File: src/rtl/mdio_eng_pkg.sv
// Package: shared register geometry for the MDIO frame master.
// Assumes a 32-bit register file and the fixed frame bit positions below.
package mdio_eng_pkg;
    localparam int REG_W       = 32;
    localparam int FRAME_BITS  = REG_W;
    localparam int DATA_BITS   = 16;
    localparam int CTRL_DIV_W  = 7;
    localparam int CTRL_PRE    = 7;
    localparam int CTRL_DONE   = 8;
    localparam int FR_START    = 30;
    localparam int FR_READ     = 29;
    localparam int FR_TA_HI    = 17;
endpackage

File: src/rtl/mdio_clk_div.sv
// Module: MDC generator. Counts system clocks up to the divisor, toggles MDC
// and flags the rising and falling half-period boundaries.
// Assumes: div_i stays stable while run_i is high; MDC parks low when idle.
module mdio_clk_div
    import mdio_eng_pkg::*;
(
    input  logic                  clk,
    input  logic                  rst_n,
    input  logic                  run_i,
    input  logic [CTRL_DIV_W-1:0] div_i,
    output logic                  mdc_o,
    output logic                  rise_o,
    output logic                  fall_o
);
    logic [CTRL_DIV_W-1:0] cnt_q;
    logic                  mdc_q;
    logic                  tick;

    assign tick   = run_i && (cnt_q == div_i);
    assign rise_o = tick && !mdc_q;
    assign fall_o = tick && mdc_q;
    assign mdc_o  = mdc_q;

    // Half-period counter and MDC toggle.
    always_ff @(posedge clk) begin
        if (!rst_n || !run_i) begin
            cnt_q <= '0;
            mdc_q <= 1'b0;
        end else if (tick) begin
            cnt_q <= '0;
            mdc_q <= ~mdc_q;
        end else begin
            cnt_q <= cnt_q + 1'b1;
        end
    end

    p_mdc_low_idle_r5: assert property (@(posedge clk) disable iff (!rst_n)
        !run_i |=> !mdc_q);
endmodule

File: src/rtl/mdio_serializer.sv
// Module: frame shifter. Loads a frame image on start, sends an optional
// preamble of ones and then the image MSB first, changing MDIO on falling
// MDC. For reads it releases MDIO from the turnaround onward and captures
// the reply on rising MDC.
// Assumes: rise_i/fall_i come from mdio_clk_div running while busy_o is high.
module mdio_serializer
    import mdio_eng_pkg::*;
#(
    parameter int PRE_BITS = 32
)(
    input  logic                  clk,
    input  logic                  rst_n,
    input  logic                  start_i,
    input  logic [FRAME_BITS-1:0] frame_i,
    input  logic                  pre_i,
    input  logic                  rise_i,
    input  logic                  fall_i,
    input  logic                  mdio_i,
    output logic                  busy_o,
    output logic                  finish_o,
    output logic                  mdio_o,
    output logic                  mdio_oe,
    output logic [DATA_BITS-1:0]  rdata_o
);
    localparam int TOT   = PRE_BITS + FRAME_BITS;
    localparam int POS_W = $clog2(TOT);
    localparam int IDX_W = $clog2(FRAME_BITS);

    logic                  busy_q, rd_q, line_q, oe_q;
    logic [POS_W-1:0]      pos_q, nxt_pos, start_pos;
    logic [FRAME_BITS-1:0] img_q;
    logic [DATA_BITS-1:0]  shift_q;
    logic                  first_bit, next_bit;

    assign nxt_pos = pos_q - 1'b1;

    generate
        if (PRE_BITS > 0) begin : g_pre
            // Positions at or above FRAME_BITS belong to the preamble.
            assign start_pos = pre_i ? POS_W'(TOT - 1) : POS_W'(FRAME_BITS - 1);
            assign first_bit = pre_i ? 1'b1 : frame_i[FRAME_BITS-1];
            assign next_bit  = (nxt_pos >= POS_W'(FRAME_BITS)) ? 1'b1
                             : img_q[nxt_pos[IDX_W-1:0]];
        end else begin : g_nopre
            assign start_pos = POS_W'(FRAME_BITS - 1);
            assign first_bit = frame_i[FRAME_BITS-1];
            assign next_bit  = img_q[nxt_pos[IDX_W-1:0]];
        end
    endgenerate

    // Sequencing of bit positions, line drive, release and reply capture.
    always_ff @(posedge clk) begin
        if (!rst_n) begin
            busy_q  <= 1'b0;
            rd_q    <= 1'b0;
            line_q  <= 1'b0;
            oe_q    <= 1'b0;
            pos_q   <= '0;
            img_q   <= '0;
            shift_q <= '0;
        end else if (start_i && !busy_q) begin
            busy_q <= 1'b1;
            pos_q  <= start_pos;
            rd_q   <= frame_i[FR_READ];
            img_q  <= frame_i;
            line_q <= first_bit;
            oe_q   <= 1'b1;
        end else if (busy_q) begin
            if (rise_i && rd_q && (pos_q < POS_W'(DATA_BITS)))
                shift_q <= {shift_q[DATA_BITS-2:0], mdio_i};
            if (fall_i) begin
                if (pos_q == '0) begin
                    busy_q <= 1'b0;
                    oe_q   <= 1'b0;
                    line_q <= 1'b0;
                end else begin
                    pos_q  <= nxt_pos;
                    line_q <= next_bit;
                    oe_q   <= !(rd_q && (nxt_pos <= POS_W'(FR_TA_HI)));
                end
            end
        end
    end

    assign busy_o   = busy_q;
    assign finish_o = busy_q && fall_i && (pos_q == '0);
    assign mdio_o   = line_q;
    assign mdio_oe  = oe_q;
    assign rdata_o  = shift_q;

    p_capture_released_r8: assert property (@(posedge clk) disable iff (!rst_n)
        (busy_q && rise_i && rd_q && (pos_q < POS_W'(DATA_BITS))) |-> !oe_q);
endmodule

File: src/rtl/mdio_frame_engine.sv
// Module: register-mapped MDIO frame master (top). Decodes the settings and
// frame registers, latches the divisor at frame start, and keeps the
// completion flag and the reply write-back.
// Assumes: one register write per cycle; reads are combinational.
module mdio_frame_engine
    import mdio_eng_pkg::*;
#(
    parameter int PRE_BITS = 32
)(
    input  logic             clk,
    input  logic             rst_n,
    input  logic             wr_en,
    input  logic             wr_sel,
    input  logic [REG_W-1:0] wr_data,
    input  logic             rd_sel,
    output logic [REG_W-1:0] rd_data,
    output logic             mdc,
    output logic             mdio_o,
    output logic             mdio_oe,
    input  logic             mdio_i
);
    logic [CTRL_DIV_W-1:0] div_q, run_div_q;
    logic                  pre_q, done_q;
    logic [REG_W-1:0]      frame_q;
    logic                  busy, finish, rise, fall, fr_wr, accept;
    logic [DATA_BITS-1:0]  rdata;

    assign fr_wr  = wr_en && wr_sel && !busy;
    assign accept = fr_wr && wr_data[FR_START];

    // Settings register: divisor and preamble enable.
    always_ff @(posedge clk) begin
        if (!rst_n) begin
            div_q <= '0;
            pre_q <= 1'b0;
        end else if (wr_en && !wr_sel) begin
            div_q <= wr_data[CTRL_DIV_W-1:0];
            pre_q <= wr_data[CTRL_PRE];
        end
    end

    // Frame register, divisor snapshot and completion flag.
    always_ff @(posedge clk) begin
        if (!rst_n) begin
            frame_q   <= '0;
            run_div_q <= '0;
            done_q    <= 1'b0;
        end else begin
            if (fr_wr)
                frame_q <= wr_data;
            else if (finish && frame_q[FR_READ])
                frame_q[DATA_BITS-1:0] <= rdata;
            if (accept) begin
                run_div_q <= div_q;
                done_q    <= 1'b0;
            end else if (finish) begin
                done_q <= 1'b1;
            end
        end
    end

    // Register read multiplexer.
    always_comb begin
        rd_data = '0;
        if (rd_sel) begin
            rd_data = frame_q;
        end else begin
            rd_data[CTRL_DIV_W-1:0] = div_q;
            rd_data[CTRL_PRE]       = pre_q;
            rd_data[CTRL_DONE]      = done_q;
        end
    end

    mdio_clk_div u_clk (
        .clk    (clk),
        .rst_n  (rst_n),
        .run_i  (busy),
        .div_i  (run_div_q),
        .mdc_o  (mdc),
        .rise_o (rise),
        .fall_o (fall)
    );

    mdio_serializer #(.PRE_BITS(PRE_BITS)) u_ser (
        .clk      (clk),
        .rst_n    (rst_n),
        .start_i  (accept),
        .frame_i  (wr_data),
        .pre_i    (pre_q),
        .rise_i   (rise),
        .fall_i   (fall),
        .mdio_i   (mdio_i),
        .busy_o   (busy),
        .finish_o (finish),
        .mdio_o   (mdio_o),
        .mdio_oe  (mdio_oe),
        .rdata_o  (rdata)
    );

    p_start_clears_done_r3: assert property (@(posedge clk) disable iff (!rst_n)
        $rose(busy) |-> !done_q);
    p_busy_write_ignored_r4: assert property (@(posedge clk) disable iff (!rst_n)
        (busy && wr_en && wr_sel && !finish) |=> $stable(frame_q));
    p_line_stable_high_r7: assert property (@(posedge clk) disable iff (!rst_n)
        (busy && mdc && $past(mdc)) |-> ($stable(mdio_o) && $stable(mdio_oe)));
    p_done_means_idle_r10: assert property (@(posedge clk) disable iff (!rst_n)
        done_q |-> !busy);
endmodule

File: config.mk
export PLATFORM = sky130hd
export DESIGN_NAME = mdio_frame_engine
export DESIGN_NICKNAME = d
export VERILOG_FILES = /design/src/rtl/mdio_eng_pkg.sv /design/src/rtl/mdio_clk_div.sv /design/src/rtl/mdio_serializer.sv /design/src/rtl/mdio_frame_engine.sv
export SDC_FILE = /design/constraint.sdc
export NUM_CORES = 1
export LEC_CHECK = 0
export ABC_CLOCK_PERIOD_IN_PS = 2900
export BUFFER_PORTS_ARGS = -buffer_cell sky130_fd_sc_hd__buf_4
export CAP_MARGIN = 20
export CORE_ASPECT_RATIO = 0.8
export CORE_MARGIN = 3
export CORE_UTILIZATION = 55
export DETAILED_ROUTE_END_ITERATION = 8
export PLACE_DENSITY = 0.77
export REMOVE_ABC_BUFFERS = 1
export SLEW_MARGIN = 0
export SYNTH_ARGS = -nofsm -noshare
export SYNTH_HDL_FRONTEND = slang
export SYNTH_SLANG_ARGS = --single-unit
export TNS_END_PERCENT = 30
File: constraint.sdc
create_clock -name clk -period 2.9 [get_ports clk]
set_input_delay 0.725 -clock clk [delete_from_list [all_inputs] [get_ports clk]]
set_output_delay 0.725 -clock clk [all_outputs]
set_load 0.01 [all_outputs]
==> flow_summary.ini <==
[clock_tree]
post-cts-setup-buffer-count = 0
clk_pin_slew_ns = 0.05
cts_resized = 0
clockRootBuffer = clkbuf_16
ctsHtreeMaxLevel = 4
cts_hold_buffers = 0
cts_buffer_depth = 2
numCtsBuffers = 17
clk_latency_ns = 0.42
clkSinkCount = 113
cts_tree = yes

[pwr]
power_density_nw_per_um2 = 610
vdd_drop_max_v = 0.000365
p_leak_nw = 2.47

[outcome]
status = complete, no violations

[place]
dp_hpwl_um = 8160
globalplace.congestion = 0.815
numPortBuffers = 72
dp_cells = 726
placed_cell_area_sq_um = 5820

[setup_path]
r2r-end = frame_q[4]$_SDFFE_PN0P_
cp-startpoint = u_ser.pos_q[1]$_SDFFE_PN0P_
r2r_slack_ns = 0.47
start_kind = flip-flop
endpoint = frame_q[4]$_SDFFE_PN0P_
critPathKind = flip-flop to flip-flop
critical_path_arrival_ns = 2.77
reg2reg_depth = 8
crit_required_ns = 3.24
r2r-start = u_ser.pos_q[1]$_SDFFE_PN0P_
cp_max_fo = 32
endpoint_kind = flip-flop

[grt]
grt_util_all_layers_pct = 23.3
grt_pass1_vias = 4024
grt_pass1_wl_um = 19600
antenna_found_initial = 0
grt_start_max_net_pins = 64
globalRoute.totalOverflow = 0

[routing]
drcViolationCount = 0
firstDrtPassIters = 4
wl_um = 11800
dr.first_iter.drc_count = 225
wire_per_inst_um = 15.5
ant_nets = 0
viasPerCell = 5.48
vias = 4149

[timing]
rsz0062_at_grt = no
hold_viol = 0
timing.final.crit_share_pct = 83.8
final.setup.tns_ns = 0
worst_pin_slew_ns = 0.740
fin_crit_ns = 2.43
timing.fmax_mhz = 411
fin_skew_ns = 0.0130
slew_headroom_pct = 50.3
fin_hold_ws_ns = 0.450
drv_slew = 0
setup-violations-final = 0

[synthesis]
synthTopCellsByArea = dfxtp_1 43%, nand2_1 9.3%, a21boi_0 8.2%
synth_most_common_cell = nand2_1
ys.flop_type = dfxtp_1
synth_edf_count = 0
avgSynthCellArea_sq_um = 9.21
ys_seq_area_share_pct = 43.3
synth_cell_types = 43
synth_cells = 567
synth_top_area_share_pct = 43.3
ys_warn_count = 0
yosys-top-cells-count = 129 x nand2_1, 113 x dfxtp_1, 57 x a21boi_0, 34 x mux2i_1, 29 x clkbuf_1
syn_area_sq_um = 5220
ys_ff_latch = 113
synth_area_leader_cell = dfxtp_1
ys_async_sr_fraction_pct = 0

[floorplan]
start_util_pct = 57.0
fp.coreArea_sq_um = 9150
io_pins = 73
die_height_um = 93.1
row_count = 31
die_w_um = 115
dieArea_sq_um = 10700

[job]
drv_cap = 0

[cells_and_area]
area_growth_pct = 21.8
regArea_sq_um = 2260
drive_above_1_share_pct = 24.0
multi_input_area_sq_um = 2750
nFillCells = 720
nNetsFinal = 672
n_antenna_cell = 0
utilization_pct = 69.5
fin_area_sq_um = 6360
stdcell_count = 757

[worst_hold_path]
holdCritPathClass = flip-flop to flip-flop
min-delay-start = u_ser.img_q[9]$_SDFFE_PN0P_
==> worst min path at each step <==
stage / slack, ns / to / cells after the start
floorplan: 0.43 / u_ser.img_q[13]$_SDFFE_PN0P_ / 2
global placement: 0.44 / frame_q[25]$_SDFFE_PN0P_ / 2
detailed placement: 0.45 / u_ser.img_q[9]$_SDFFE_PN0P_ / 2
CTS: 0.45 / u_ser.img_q[9]$_SDFFE_PN0P_ / 2
global route: 0.47 / u_ser.img_q[14]$_SDFFE_PN0P_ / 2
finish: 0.45 / u_ser.img_q[9]$_SDFFE_PN0P_ / 2
==> registers in the layout (all words and copies together), names as in the netlist <==
name	cells
u_clk.cnt_q	7
u_ser.busy_o	1
u_ser.pos_q	6
u_ser.img_q	32
u_ser.mdio_oe	1
done_q	1
pre_q	1
run_div_q	7
u_clk.mdc_o	1
u_ser.rdata_o	16
frame_q	32
div_q	7
u_ser.mdio_o	1
==> layout make-up <==
class	instances	area share, %
tap	115	2.26
multi-input combinational	408	43.3
timing repair buffer	83	10.0
clock buffer	26	8.01
clock inverter	5	0.433
inverter	7	0.413
sequential	113	35.6
==> critical path, cell delays in order, from the launching register on <==
cell     delay, ns
dfxtp_1       0.33
inv_1         0.11
ha_1          0.25
nor3b_1       0.44
nand2_1       0.36
o31ai_4       0.34
buf_12        0.24
o21ai_1       0.10
a21oi_2       0.14
==> layer usage <==
| metal | global-route usage [%] | vias up | routed length (um) |
|---|---|---|---|
| met1 | 30.3 | 1977 | 5400 |
| met3 | 6.34 | 12 | 618 |
| met2 | 36.8 | 114 | 5620 |
| met5 | 0 | - | 0 |
| met4 | 8.99 | 0 | 133 |
| li1 | - | 2046 | - |
==> per-stage QoR <==
step	total power (W)	worst slack [ns]
after global placement	0.00204	0.629
after CTS	0.00391	0.518
after detailed placement	0.00205	0.547
after floorplan	0.00188	-0.248
final	0.00388	0.470
after global routing	0.00402	0.349
==> kinds of logic (layout without fill, tap and decap cells) <==
logic type / count (synthesis) / count (layout) / share of synthesized area [%]
compound gates: 116 / 116 / 16.6
xor+xnor: 20 / 20 / 3.36
fa+ha+maj: 4 / 4 / 0.959
buf+inv: 46 / 121 / 3.93
flops: 113 / 113 / 43.3
mux: 54 / 54 / 12.8
simple gates: 214 / 214 / 19.0
==> placed cells by master, fill, tap and decap left out, drive strengths merged, types with 3 or more instances in the layout <==
cell    instances
nor3            3
clkinv          4
nand2b          4
a21oi          20
and3            3
xnor2          10
o21ai          19
buf            83
nand3          11
dfxtp         113
ha              4
nor2           12
a21boi         68
and2           24
o21a            3
clkbuf         26
mux2           11
mux4            9
inv             7
xor2           10
nor2b          18
mux2i          34
nand2         129
==> report_power, final <==
part / internal (W) / switching, W
clock network: 0.00119 / 0.000671
logic: 0.000174 / 0.000198
registers: 0.00161 / 0.0000365
(Power assumes the default switching activity.)
